File: src/rtl/mmap_pkg.sv
package mmap_pkg;
  localparam int NSEL   = 10;
  localparam int NWIN   = 3;
  localparam int NRGN   = 4;
  localparam int S_REG  = 0;
  localparam int S_VEC  = 1;
  localparam int S_DROM = 2;
  localparam int S_DREG = 3;
  localparam int S_RAM  = 4;
  localparam int S_EE   = 5;
  localparam int S_FL   = 6;
  localparam int S_WIN0 = 7;
endpackage

File: src/rtl/mmap_region_match.sv
module mmap_region_match #(
  parameter int AW   = 16,
  parameter int SIZE = 512
) (
  input  logic [AW-1:0] addr,
  input  logic [AW-1:0] base,
  output logic          hit
);
  logic [AW:0] a_ext, lo_ext, hi_ext;

  always_comb begin
    a_ext  = {1'b0, addr};
    lo_ext = {1'b0, base};
    hi_ext = lo_ext + (AW+1)'(SIZE);
    hit    = (a_ext >= lo_ext) && (a_ext < hi_ext);
  end
endmodule

File: src/rtl/mmap_window.sv
module mmap_window #(
  parameter int            AW    = 16,
  parameter int            PW    = 8,
  parameter int            XW    = 22,
  parameter int            OBITS = 14,
  parameter logic [AW-1:0] BASE  = 16'h8000
) (
  input  logic [AW-1:0] addr,
  input  logic [PW-1:0] page,
  output logic          hit,
  output logic [XW-1:0] xaddr
);
  always_comb begin
    hit   = (addr[AW-1:OBITS] == BASE[AW-1:OBITS]);
    xaddr = XW'({page, addr[OBITS-1:0]});
  end
endmodule

File: src/rtl/mmap_cfg.sv
module mmap_cfg #(
  parameter int                 DW       = 8,
  parameter int                 OFFW     = 9,
  parameter int                 NWIN     = 3,
  parameter int                 NRGN     = 4,
  parameter logic [OFFW-1:0]    PG_OFF   = 9'h010,
  parameter logic [OFFW-1:0]    BASE_OFF = 9'h018,
  parameter logic [NRGN*DW-1:0] RST_BASE = 32'hC0_10_08_00
) (
  input  logic                      clk,
  input  logic                      rst_n,
  input  logic                      wr_en,
  input  logic [OFFW-1:0]           wr_off,
  input  logic [DW-1:0]             wdata,
  output logic [NWIN-1:0][DW-1:0]   page_o,
  output logic [NRGN-1:0][DW-1:0]   base_o
);
  logic [NWIN-1:0] pg_ld;
  logic [NRGN-1:0] bs_ld;

  always_comb begin
    for (int i = 0; i < NWIN; i++)
      pg_ld[i] = wr_en && (wr_off == PG_OFF + OFFW'(i));
    for (int j = 0; j < NRGN; j++)
      bs_ld[j] = wr_en && (wr_off == BASE_OFF + OFFW'(j));
  end

  for (genvar g = 0; g < NWIN; g++) begin : g_pg
    always_ff @(posedge clk or negedge rst_n) begin
      if (!rst_n)        page_o[g] <= '0;
      else if (pg_ld[g]) page_o[g] <= wdata;
    end
  end

  for (genvar r = 0; r < NRGN; r++) begin : g_bs
    always_ff @(posedge clk or negedge rst_n) begin
      if (!rst_n)        base_o[r] <= RST_BASE[r*DW +: DW];
      else if (bs_ld[r]) base_o[r] <= wdata;
    end
  end
endmodule

File: src/rtl/mmap_prio.sv
module mmap_prio #(
  parameter int N = 10
) (
  input  logic         valid,
  input  logic [N-1:0] req,
  output logic [N-1:0] sel,
  output logic         none
);
  logic found;

  always_comb begin
    sel   = '0;
    found = 1'b0;
    for (int i = 0; i < N; i++) begin
      if (req[i] && !found) begin
        sel[i] = valid;
        found  = 1'b1;
      end
    end
    none = valid && !found;
  end
endmodule

File: src/rtl/mmap_decoder.sv
module mmap_decoder
  import mmap_pkg::*;
#(
  parameter int            AW       = 16,
  parameter int            DW       = 8,
  parameter int            XW       = 22,
  parameter int            REG_SIZE = 512,
  parameter int            RAM_SIZE = 1024,
  parameter int            EE_SIZE  = 768,
  parameter int            FL_SIZE  = 16384,
  parameter logic [AW-1:0] PWIN_BASE = 16'h8000,
  parameter int            PWIN_BITS = 14,
  parameter logic [AW-1:0] DWIN_BASE = 16'h7000,
  parameter int            DWIN_BITS = 12,
  parameter logic [AW-1:0] XWIN_BASE = 16'h0400,
  parameter int            XWIN_BITS = 10,
  parameter logic [AW-1:0] VEC_LO  = 16'hFFC0,
  parameter logic [AW-1:0] DROM_LO = 16'hFF20,
  parameter logic [AW-1:0] DREG_LO = 16'hFF00,
  parameter logic [AW-1:0] DREG_HI = 16'hFF06,
  parameter logic [4*DW-1:0] RST_BASE = 32'hC0_10_08_00
) (
  input  logic            clk,
  input  logic            rst_n,
  input  logic            cpu_valid,
  input  logic            cpu_wr,
  input  logic [AW-1:0]   cpu_addr,
  input  logic [DW-1:0]   cpu_wdata,
  input  logic            dbg_active,
  output logic [NSEL-1:0] sel_o,
  output logic            ext_o,
  output logic [XW-1:0]   phys_o
);
  localparam int OFFW = $clog2(REG_SIZE);
  localparam int LOWB = AW - DW;
  localparam int RGN_SIZE [NRGN] = '{REG_SIZE, RAM_SIZE, EE_SIZE, FL_SIZE};
  localparam int RGN_SLOT [NRGN] = '{S_REG, S_RAM, S_EE, S_FL};
  localparam logic [AW-1:0] WIN_BASE [NWIN] = '{PWIN_BASE, DWIN_BASE, XWIN_BASE};
  localparam int WIN_BITS [NWIN] = '{PWIN_BITS, DWIN_BITS, XWIN_BITS};

  // reset: asserted asynchronously, released on a clock edge
  logic [1:0] rst_q;
  logic       rst_i_n;

  always_ff @(posedge clk or negedge rst_n) begin
    if (!rst_n) rst_q <= 2'b00;
    else        rst_q <= {rst_q[0], 1'b1};
  end
  assign rst_i_n = rst_q[1];

  logic [NWIN-1:0][DW-1:0] page_q;
  logic [NRGN-1:0][DW-1:0] base_q;
  logic [NRGN-1:0][AW-1:0] base16;
  logic [NSEL-1:0]         req;
  logic [NSEL-1:0]         sel;
  logic                    none;
  logic [NWIN-1:0]         win_hit;
  logic [NWIN-1:0][XW-1:0] win_x;
  logic                    wr_en;
  logic [OFFW-1:0]         wr_off;

  // relocatable on-chip regions
  for (genvar r = 0; r < NRGN; r++) begin : g_rgn
    logic hit;
    assign base16[r] = {base_q[r], {LOWB{1'b0}}};
    mmap_region_match #(.AW(AW), .SIZE(RGN_SIZE[r])) u_match (
      .addr (cpu_addr),
      .base (base16[r]),
      .hit  (hit)
    );
    assign req[RGN_SLOT[r]] = hit;
  end

  // paging windows
  for (genvar w = 0; w < NWIN; w++) begin : g_win
    mmap_window #(
      .AW(AW), .PW(DW), .XW(XW), .OBITS(WIN_BITS[w]), .BASE(WIN_BASE[w])
    ) u_win (
      .addr  (cpu_addr),
      .page  (page_q[w]),
      .hit   (win_hit[w]),
      .xaddr (win_x[w])
    );
    assign req[S_WIN0 + w] = win_hit[w];
  end

  // vectors and debug overlay
  always_comb begin
    req[S_VEC]  = !dbg_active && (cpu_addr >= VEC_LO);
    req[S_DROM] =  dbg_active && (cpu_addr >= DROM_LO);
    req[S_DREG] =  dbg_active && (cpu_addr >= DREG_LO) && (cpu_addr <= DREG_HI);
  end

  mmap_prio #(.N(NSEL)) u_prio (
    .valid (cpu_valid),
    .req   (req),
    .sel   (sel),
    .none  (none)
  );

  // configuration writes land only when the register block wins
  always_comb begin
    wr_en  = sel[S_REG] && cpu_wr;
    wr_off = cpu_addr[OFFW-1:0] - base16[0][OFFW-1:0];
  end

  mmap_cfg #(
    .DW(DW), .OFFW(OFFW), .NWIN(NWIN), .NRGN(NRGN),
    .PG_OFF(OFFW'(16'h010)), .BASE_OFF(OFFW'(16'h018)), .RST_BASE(RST_BASE)
  ) u_cfg (
    .clk    (clk),
    .rst_n  (rst_i_n),
    .wr_en  (wr_en),
    .wr_off (wr_off),
    .wdata  (cpu_wdata),
    .page_o (page_q),
    .base_o (base_q)
  );

  always_comb begin
    phys_o = XW'(cpu_addr);
    for (int w = 0; w < NWIN; w++)
      if (sel[S_WIN0 + w]) phys_o = win_x[w];
    sel_o = sel;
    ext_o = none;
  end
endmodule

File: config.mk
export PLATFORM = sky130hd
export DESIGN_NAME = mmap_decoder
export DESIGN_NICKNAME = d
export VERILOG_FILES = /design/src/rtl/mmap_pkg.sv /design/src/rtl/mmap_region_match.sv /design/src/rtl/mmap_window.sv /design/src/rtl/mmap_cfg.sv /design/src/rtl/mmap_prio.sv /design/src/rtl/mmap_decoder.sv
export SDC_FILE = /design/constraint.sdc
export NUM_CORES = 1
export LEC_CHECK = 0
export ABC_AREA = 1
export BUFFER_PORTS_ARGS = -buffer_cell sky130_fd_sc_hd__buf_4
export CAP_MARGIN = 10
export CORE_MARGIN = 4
export CORE_UTILIZATION = 50
export DETAILED_ROUTE_END_ITERATION = 10
export MAX_ROUTING_LAYER = met4
export PLACE_DENSITY_LB_ADDON = 0.15
export SLEW_MARGIN = 20
export SYNTH_ARGS = -nofsm -noshare
export SYNTH_HDL_FRONTEND = slang
export SYNTH_SLANG_ARGS = --single-unit
File: constraint.sdc
create_clock -name clk -period 2.9 [get_ports clk]
set_input_delay 0 -clock clk [delete_from_list [all_inputs] [get_ports clk]]
set_output_delay 0 -clock clk [all_outputs]
set_load 0.01 [all_outputs]
# [Word level (Yosys, flattened, before mapping)]
# Index checks and enable logic that the tools add are counted.
# Widths: inputs -> output; s select.
[word_totals] reg_bits=58 elab_cells=95
[classes] n_addsub=5 magnitude_cmp=12 eq_ne=10 mux=23 n_reduce_logical=37
[op_table] cell="$lt 16x17->1" count=4
[op_table] cell="$mux 22" count=3
[op_table] cell="$ge 16x16->1" count=4
[op_table] cell="$eq 9x5->1 const B" count=7
[op_table] cell="$ge 16x16->1 const B" count=3
[op_table] cell="$add 16x10->17 const B" count=2
[op_table] cell="$logic_and 1x1->1" count=26
[op_table] cell="$mux 1" count=20
[op_table] cell="$add 16x11->17 const B" count=1
[op_table] cell="$add 16x15->17 const B" count=1
[op_table] cell="$le 16x16->1 const B" count=1
[op_table] cell="$logic_not 1->1" count=11
[op_table] cell="$sub 9x9->9" count=1
[op_table] cell="$eq 6x1->1 const B" count=1
[op_table] cell="$eq 4x3->1 const B" count=1
[op_table] cell="$eq 2x2->1 const B" count=1

# [Logic depth before layout (Yosys ltp)]
# Gate-level depths: netlist (run 1).
[depth] word_depth=33 mapped_depth=18

# [Cells and area by module]
# A second synthesis (run 1) with hierarchy kept.
[unflattened] hier_cells=1099 hier_area_um2=7283.2
[modules_own_cells] module="mmap_cfg" n_inst=1 cells_per_inst=272 area_per_inst_um2=2407.3 seq_area_each_um2=1406.3
[modules_own_cells] module="mmap_decoder" n_inst=1 cells_per_inst=175 area_per_inst_um2=1054.8 seq_area_each_um2=50.0
[modules_own_cells] module="mmap_region_match at g_rgn[0].u_match" n_inst=1 cells_per_inst=143 area_per_inst_um2=835.8 seq_area_each_um2=0.0
[modules_own_cells] module="mmap_region_match at g_rgn[2].u_match" n_inst=1 cells_per_inst=136 area_per_inst_um2=823.3 seq_area_each_um2=0.0
[modules_own_cells] module="mmap_region_match at g_rgn[1].u_match" n_inst=1 cells_per_inst=138 area_per_inst_um2=789.5 seq_area_each_um2=0.0
[modules_own_cells] module="mmap_region_match at g_rgn[3].u_match" n_inst=1 cells_per_inst=123 area_per_inst_um2=668.1 seq_area_each_um2=0.0
[modules_own_cells] module="mmap_window at g_win[2].u_win" n_inst=1 cells_per_inst=29 area_per_inst_um2=193.9 seq_area_each_um2=0.0
[modules_own_cells] module="mmap_window at g_win[1].u_win" n_inst=1 cells_per_inst=27 area_per_inst_um2=186.4 seq_area_each_um2=0.0
[modules_own_cells] module="mmap_window at g_win[0].u_win" n_inst=1 cells_per_inst=24 area_per_inst_um2=175.2 seq_area_each_um2=0.0
[modules_own_cells] module="mmap_prio" n_inst=1 cells_per_inst=32 area_per_inst_um2=148.9 seq_area_each_um2=0.0

# [Least setup slack after synthesis (run 1)]
# No wires, ideal clock.
[synth_path] path_kind="flip-flop to flip-flop" start="register u_cfg.base_o[3] (netlist bit)" end="register u_cfg.base_o[6] (netlist bit)" setup_time_ns=0.128 arrival_time_ns=2.466 setup_slack_ns=0.306 path_stages_with_launch=15 path_buffers=1 cell_sequence="dfrtp_1 nand2_1 nor2_1 nand3_1 xor2_1 ha_1 a21oi_1 nor2_1 o21ai_0 nand3_2 nor3b_4 nand3_1 buf_6 nand2_1 o21ai_0"
[synth_via] elab_chain_len=6
[synth_rtl] item="start, declared" line_no="mmap_cfg.sv:16" source="output logic [NRGN-1:0][DW-1:0] base_o"
[synth_rtl] item="start signal, assigned by index" line_no="mmap_cfg.sv:37" source="if (!rst_n) base_o[r] <= RST_BASE[r*DW +: DW];"
[synth_rtl] item="start signal, assigned by index" line_no="mmap_cfg.sv:38" source="else if (bs_ld[r]) base_o[r] <= wdata;"
[synth_rtl] item="$add 16x10->17" line_no="mmap_region_match.sv:14" source="hi_ext = lo_ext + (AW+1)'(SIZE);"
[synth_rtl] item="$lt 16x17->1" line_no="mmap_region_match.sv:15" source="hit = (a_ext >= lo_ext) && (a_ext < hi_ext);"
[synth_rtl] item="$logic_and 1x1->1 (*)" line_no="mmap_region_match.sv:15"
[synth_rtl] item="$mux 1 (*)" line_no="mmap_prio.sv:15" source="if (req[i] && !found) begin"
[synth_rtl] item="$logic_and 1x1->1 (*)" line_no="mmap_decoder.sv:103" source="wr_en = sel[S_REG] && cpu_wr;"
[synth_rtl] item="$logic_and 1x1->1 (*)" line_no="mmap_cfg.sv:25" source="bs_ld[j] = wr_en && (wr_off == BASE_OFF + OFFW'(j));"
# Mark *: on every way between the ends. The rest lies on a longest branch, timed or not.
# A chain may end at the register's enable or synchronous reset.

# [Final worst setup path (run 1)]
[layout_path] start="register u_cfg.base_o[17] (netlist bit)" end="output ext_o"
[layout_via] elab_chain_len=19
[layout_rtl] item="$add 16x10->17" line_no="mmap_region_match.sv:14"
[layout_rtl] item="$lt 16x17->1" line_no="mmap_region_match.sv:15"
[layout_rtl] item="$logic_and 1x1->1 (*)" line_no="mmap_region_match.sv:15"
[layout_rtl] item="$logic_and 1x1->1 (*)" line_no="mmap_prio.sv:15"
[layout_rtl] item="$mux 1 (*)" line_no="mmap_prio.sv:15"
[layout_rtl] item="$logic_not 1->1" line_no="mmap_prio.sv:15"
[layout_rtl] item="$logic_and 1x1->1" line_no="mmap_prio.sv:15"
[layout_rtl] item="$mux 1 (*)" line_no="mmap_prio.sv:15"
[layout_rtl] item="[... 3 more ...]"
[layout_rtl] item="$logic_not 1->1" line_no="mmap_prio.sv:15"
[layout_rtl] item="$logic_and 1x1->1" line_no="mmap_prio.sv:15"
[layout_rtl] item="$mux 1 (*)" line_no="mmap_prio.sv:15"
[layout_rtl] item="$logic_not 1->1" line_no="mmap_prio.sv:15"
[layout_rtl] item="$logic_and 1x1->1" line_no="mmap_prio.sv:15"
[layout_rtl] item="$mux 1 (*)" line_no="mmap_prio.sv:15"
[layout_rtl] item="$logic_not 1->1 (*)" line_no="mmap_prio.sv:20" source="none = valid && !found;"
[layout_rtl] item="$logic_and 1x1->1 (*)" line_no="mmap_prio.sv:20"
[layout_rtl] item="end, declared" line_no="mmap_decoder.sv:31" source="output logic ext_o,"
# Marked as above.

==> reports/results.tsv, run 1 <==
metric	value	unit
nFillCells	785	
endpoint_kind	output pin	
core	8810	µm²
area_growth_syn_to_layout	27.7	%
overflow	0	
synth.area.top_cells	dfrtp_1, ha_1, nand2_1, inv_1, o21ai_0	
clk_pin_slew	0.07	ns
crit_family	simple AND/OR/NAND/NOR gates	
yosysSeqAreaShare	31.8	%
maxCapViolCount	0	
cts_tree	yes	
timing_worst_setup_path_type	reg -> out	
grt_max_degree	22	
synth.avg_cell_area	7.33	µm²
fp.dieH	104	µm
cpMaxStageDelayCell	dfrtp_1	
drt_pass1_iterations	5	
timing.fmax	322	MHz
dieArea	10800	µm²
layout_common_cells	nand2_1, buf_4, inv_1	
grt_pass1_vias	4289	
netlist_instances	626	
placementRows	34	
vias	4622	
netlist.area_leader.share	29.5	%
ys_ff_latch	58	
max_slew_margin	58.3	%
crit_fanout	3	
wirelength	13.9	mm
ios	62	
fin_util	66.5	%
status	finished, violations left	
drcViolationCount	0	
async_reset_ff_share	100	%
cts_sinks	58	
grt_pass1_wl	21.1	mm
gp_congestion	0.909	
tightest_slew	0.619	ns
final_common_cell	nand2_1	
worstPathCellList	inv_2 > a21oi_4 > nand3_2 > nor3_2 > xor2_1 > ha_1 > nand4_1 > nand3b_1 > o211ai_1 > nand3_2 > buf_4 > buf_6 > nor4_2 > buf_4	
path_buf_inv	4	
synth_nets	714	
worstPathArrival	3.10	ns
min_path_type	in -> reg	
leakage	0.00279	µW
antenna_found_initial	0	
hpwl	9.30	mm
ant_nets	0	
grt_usage	25.2	%
skew	0.00982	ns
rsz0062_at_grt	true	
die_w	104	µm
wire_per_inst	16.6	µm
syn_area	4590	µm²
portBuffers	61	
clk-insertion-delay-late	0.35	ns
yosys_warnings	0	
numCtsBuffers	9	
clockRootBuffer	clkbuf_8	
drive_above_1_share	22.6	%
final_hold_viol_count	0	
synth_edf_count	0	
start_util	52.1	%
ir_worst_vdd	255	µV
ys.flop_type	dfrtp_1	
cts.path.max_buffers	2	
fin_ws	-0.204	ns
failed_checks	negative setup slack	
setup_tns	-2.38	ns
required	2.90	ns
slew_violations	0	
via_per_inst	5.50	
cp-start-kind	flip-flop	
first_iter_violations	376	
post-synth-top-area-cell	dfrtp_1	
cts-htree-levels	3	
synth.distinct_cells	31	
power_density	332	nW/µm²
nets	816	
period_minus_slack	3.10	ns
diodes	0	
final.period_utilization	107	%
critical_path.max_stage_delay	0.36	ns
finalSetupViolCount	23	
worst paths after layout:
| kind | start | end | slack (ns) | cells after the start |
|---|---|---|---|---|
| max | u_cfg.base_o[17] | ext_o | -0.20 | 14 |
| min | cpu_wdata[0] | u_cfg.base_o[0] | 0.09 | 3 |
| max reg2reg | u_cfg.base_o[2] | u_cfg.page_o[8] | -0.03 | 17 |
| min reg2reg | rst_q[1] | u_cfg.page_o[19] | 0.22 | 0 |
| max in group asynchronous | rst_q[1] | u_cfg.base_o[11] | 1.97 | 1 |
| min in group asynchronous | rst_q[1] | u_cfg.page_o[19] | 0.22 | 0 |
flip-flops by register name, summed over array words and instances (netlist names):
name	count
u_cfg.page_o	24
rst_q	2
u_cfg.base_o	32
power breakdown:
group / internal, µW / total (µW) / switching (µW)
clock: 417 / 760 / 343
combinational: 142 / 360 / 217
sequential: 814 / 822 / 8.04
tightest hold or removal path, cell delays in order:
cell	delay, ns
buf_4	0.08
inv_1	0.15
o21ai_1	0.17
cells by family after synthesis:
logic type / after synthesis / synth area share [%]
simple gates: 284 / 26.9
buf+inv: 108 / 10.8
compound gates: 102 / 11.7
fa+ha+maj: 59 / 16.1
flops: 58 / 31.8
xor+xnor: 14 / 2.67
other cells: 1 / 0.0818
final cells by class:
cell class                 count  area [µm²]  share of cell area [%]
clock buffer                  11         141                    2.41
clock inverter                 5        55.1                   0.940
inverter                      90         338                    5.77
multi-input combinational    460        2820                    48.2
sequential                    58        1460                    24.9
tap                          108         135                    2.31
timing repair buffer         109         906                    15.5
repair_timing:
action                     CTS  global route
hold endpoints to repair     2             0
hold buffers                 2             0
setup endpoints to repair   16            76
cloned                       1             5
pin swaps                   18            27
setup buffers               15            12
resized for setup           29            61
routing by layer:
metal  track usage, %  part of all wire, %  vias up
li1                 -                    -     2249
met1             31.3                   43     2169
met2             42.3                   48      169
met3             4.91                  6.6       35
met4             6.74                  2.3        0
met5                -                    0        -
synthesized netlist by cell type, types with 2 or more instances:
cell,number
nor3_1,15
buf_6,6
ha_1,59
o21ai_0,65
nor3b_1,3
buf_4,11
a21oi_1,27
dfrtp_1,54
nand2_1,162
xor2_1,12
xnor2_1,2
dfstp_2,4
nand3_1,28
nand4_1,15
nor4_1,5
nor2_1,45
o211ai_1,2
nand3b_1,7
o21a_1,4
inv_1,89
through the flow:
step	total power [µW]	instances	cell area [µm²]	hold WS, ns	worst slack (ns)
after CTS	1920	824	5540	0.0905	-0.151
after floorplan	1010	626	4590	-0.296	0.306
after global placement	1140	790	5120	-0.216	0.0117
after global routing	2020	841	5860	0.110	-0.399
after detailed placement	1150	790	5120	-0.215	-0.0336
final	1940	841	5860	0.0865	-0.204
Note: power is estimated with default switching activity, not from simulation.
==> run 2: changes to the inputs <==
--- a/config.mk
+++ b/config.mk
@@ -10,6 +10,7 @@
 export CAP_MARGIN = 10
 export CORE_MARGIN = 4
 export CORE_UTILIZATION = 50
+export CTS_BUF_LIST = sky130_fd_sc_hd__clkbuf_4 sky130_fd_sc_hd__clkbuf_8 sky130_fd_sc_hd__clkbuf_16
 export DETAILED_ROUTE_END_ITERATION = 10
 export MAX_ROUTING_LAYER = met4
 export PLACE_DENSITY_LB_ADDON = 0.15
==> run 2 against run 1 <==
Effect of this change: the flow still finishes with violations (negative setup slack); utilization unchanged; count of clock-buffer cells in the layout is the same; combinational power barely moved; non-clock buffer count did not move; total power is 0.51% higher; clock skew decreased by 0.00053 ns; via count is 1.3% higher; global-route usage barely moved; routed wire length is 0.48% higher; first-iteration DRC count down 11%.
==> reports/results.tsv, run 2 (same netlist as run 1, synthesis figures left out) <==
metric	value	unit
status	finished, violations left	
failed_checks	negative setup slack	
final.period_utilization	107	%
crit_fanout	3	
ir_worst_vdd	256	µV
hpwl	9.30	mm
vias	4682	
first_iter_violations	336	
cts-htree-levels	3	
leakage	0.00279	µW
die_w	104	µm
fp.dieH	104	µm
clkPwrFrac	39.4	%
required	2.90	ns
slew_violations	0	
drive_above_1_share	22.8	%
tightest_slew	0.627	ns
diodes	0	
power_switching	569	µW
cts_tree	yes	
fin_util	66.5	%
wirelength	14.0	mm
maxCapViolCount	0	
core	8810	µm²
grt_max_degree	22	
gp_congestion	0.909	
cpMaxStageDelayCell	dfrtp_1	
rsz0062_at_grt	true	
drt_pass1_iterations	5	
clk_pin_slew	0.07	ns
timing.fmax	324	MHz
pwr-share-comb	18.5	%
cp-start-kind	flip-flop	
power_density	333	nW/µm²
final_hold_viol_count	0	
critical_path.max_stage_delay	0.36	ns
antenna_found_initial	0	
seqPwrFrac	42.1	%
via_per_inst	5.57	
top_regs	u_cfg.base_o x32, u_cfg.page_o x24, rst_q x2	
period_minus_slack	3.09	ns
max_slew_margin	57.8	%
endpoint_kind	output pin	
overflow	0	
swShare	29.2	%
regMostFlops	u_cfg.base_o	
grt_usage	25.2	%
dp_slack	-0.0336	ns
report.power.total	1950	µW
worstPathCellList	inv_2 > a21oi_4 > nand3_2 > nor3_2 > xor2_1 > ha_1 > nand4_1 > nand3b_1 > o211ai_1 > nand3_2 > buf_4 > buf_6 > nor4_2 > buf_4	
ant_nets	0	
grt_pass1_wl	21.1	mm
cts.path.max_buffers	2	
portBuffers	61	
timing_worst_setup_path_type	reg -> out	
clockRootBuffer	clkbuf_8	
cts_sinks	58	
worstPathArrival	3.09	ns
nFillCells	782	
layout_common_cells	nand2_1, buf_4, inv_1	
start_util	52.1	%
numCtsBuffers	9	
grt_pass1_vias	4288	
clk-insertion-delay-late	0.34	ns
internal_power	1380	µW
skew	0.00929	ns
largest_register_ffs	32	
fin_ws	-0.191	ns
drcViolationCount	0	
placementRows	34	
setup_tns	-2.51	ns
nets	816	
wire_per_inst	16.6	µm
final_common_cell	nand2_1	
area_growth_syn_to_layout	27.7	%
dieArea	10800	µm²
ios	62	
finalSetupViolCount	26	
min_path_type	in -> reg	
[run 2: worst paths after layout]
path                             startpoint               end  cells after the start  slack (ns)
setup / recovery           u_cfg.base_o[17]             ext_o                     14       -0.19
hold / removal                 cpu_wdata[0]   u_cfg.base_o[0]                      3        0.08
setup reg to reg            u_cfg.base_o[2]   u_cfg.page_o[8]                     17       -0.03
hold reg to reg                    rst_q[1]  u_cfg.page_o[19]                      0        0.22
max in group asynchronous          rst_q[1]  u_cfg.base_o[11]                      1        1.97
min in group asynchronous          rst_q[1]  u_cfg.page_o[19]                      0        0.22
[run 2: routing by layer]
| layer | track usage (%) | share of wire (%) | vias up |
|---|---|---|---|
| li1 | - | - | 2249 |
| met1 | 31.3 | 43 | 2196 |
| met5 | - | 0 | - |
| met2 | 42.3 | 48 | 195 |
| met4 | 6.74 | 2.5 | 0 |
| met3 | 4.91 | 7.2 | 42 |
[run 2: cell type report]
cell class,instances,area (µm²),area share [%]
inverters,90,338,5.77
clock inverters,5,55.1,0.940
well taps,108,135,2.31
flip-flops and latches,58,1460,24.9
clock buffers,11,145,2.48
repair buffers,109,902,15.4
multi-input cells,460,2820,48.2
[run 2: per-stage QoR]
step	instances	instance area, µm²	hold slack, ns
after global placement	790	5120	-0.216
after floorplan	626	4590	-0.296
after global routing	841	5860	0.110
after CTS	824	5550	0.0905
final	841	5860	0.0812
after detailed placement	790	5120	-0.215
[run 2: power groups by stage]
stage | clock network [µW] | registers [µW] | logic [µW]
floorplan | 0 | 842 | 166
global placement | 0 | 837 | 302
detailed placement | 0 | 837 | 311
CTS | 775 | 822 | 336
global route | 814 | 823 | 395
finish | 770 | 822 | 360
[run 2: worst max-delay path, delay by kind of cell (launching register included)]
kind                       cells  cell delay [ns]
adders and majority gates      1             0.31
AOI/OAI and AO/OA              2             0.35
buffers and inverters          4             0.55
DFF                            1             0.36
xor gates and xnor gates       1             0.09
and+or+nand+nor                6             1.08
[run 2: timing repair]
action                                  CTS  global route
buffers inserted                         15            12
resized for setup                        29            60
cloned                                    1             5
hold buffers                              2             0
pin swaps                                18            27
hold endpoints to repair                  2             0
endpoints found under the setup margin   16            76
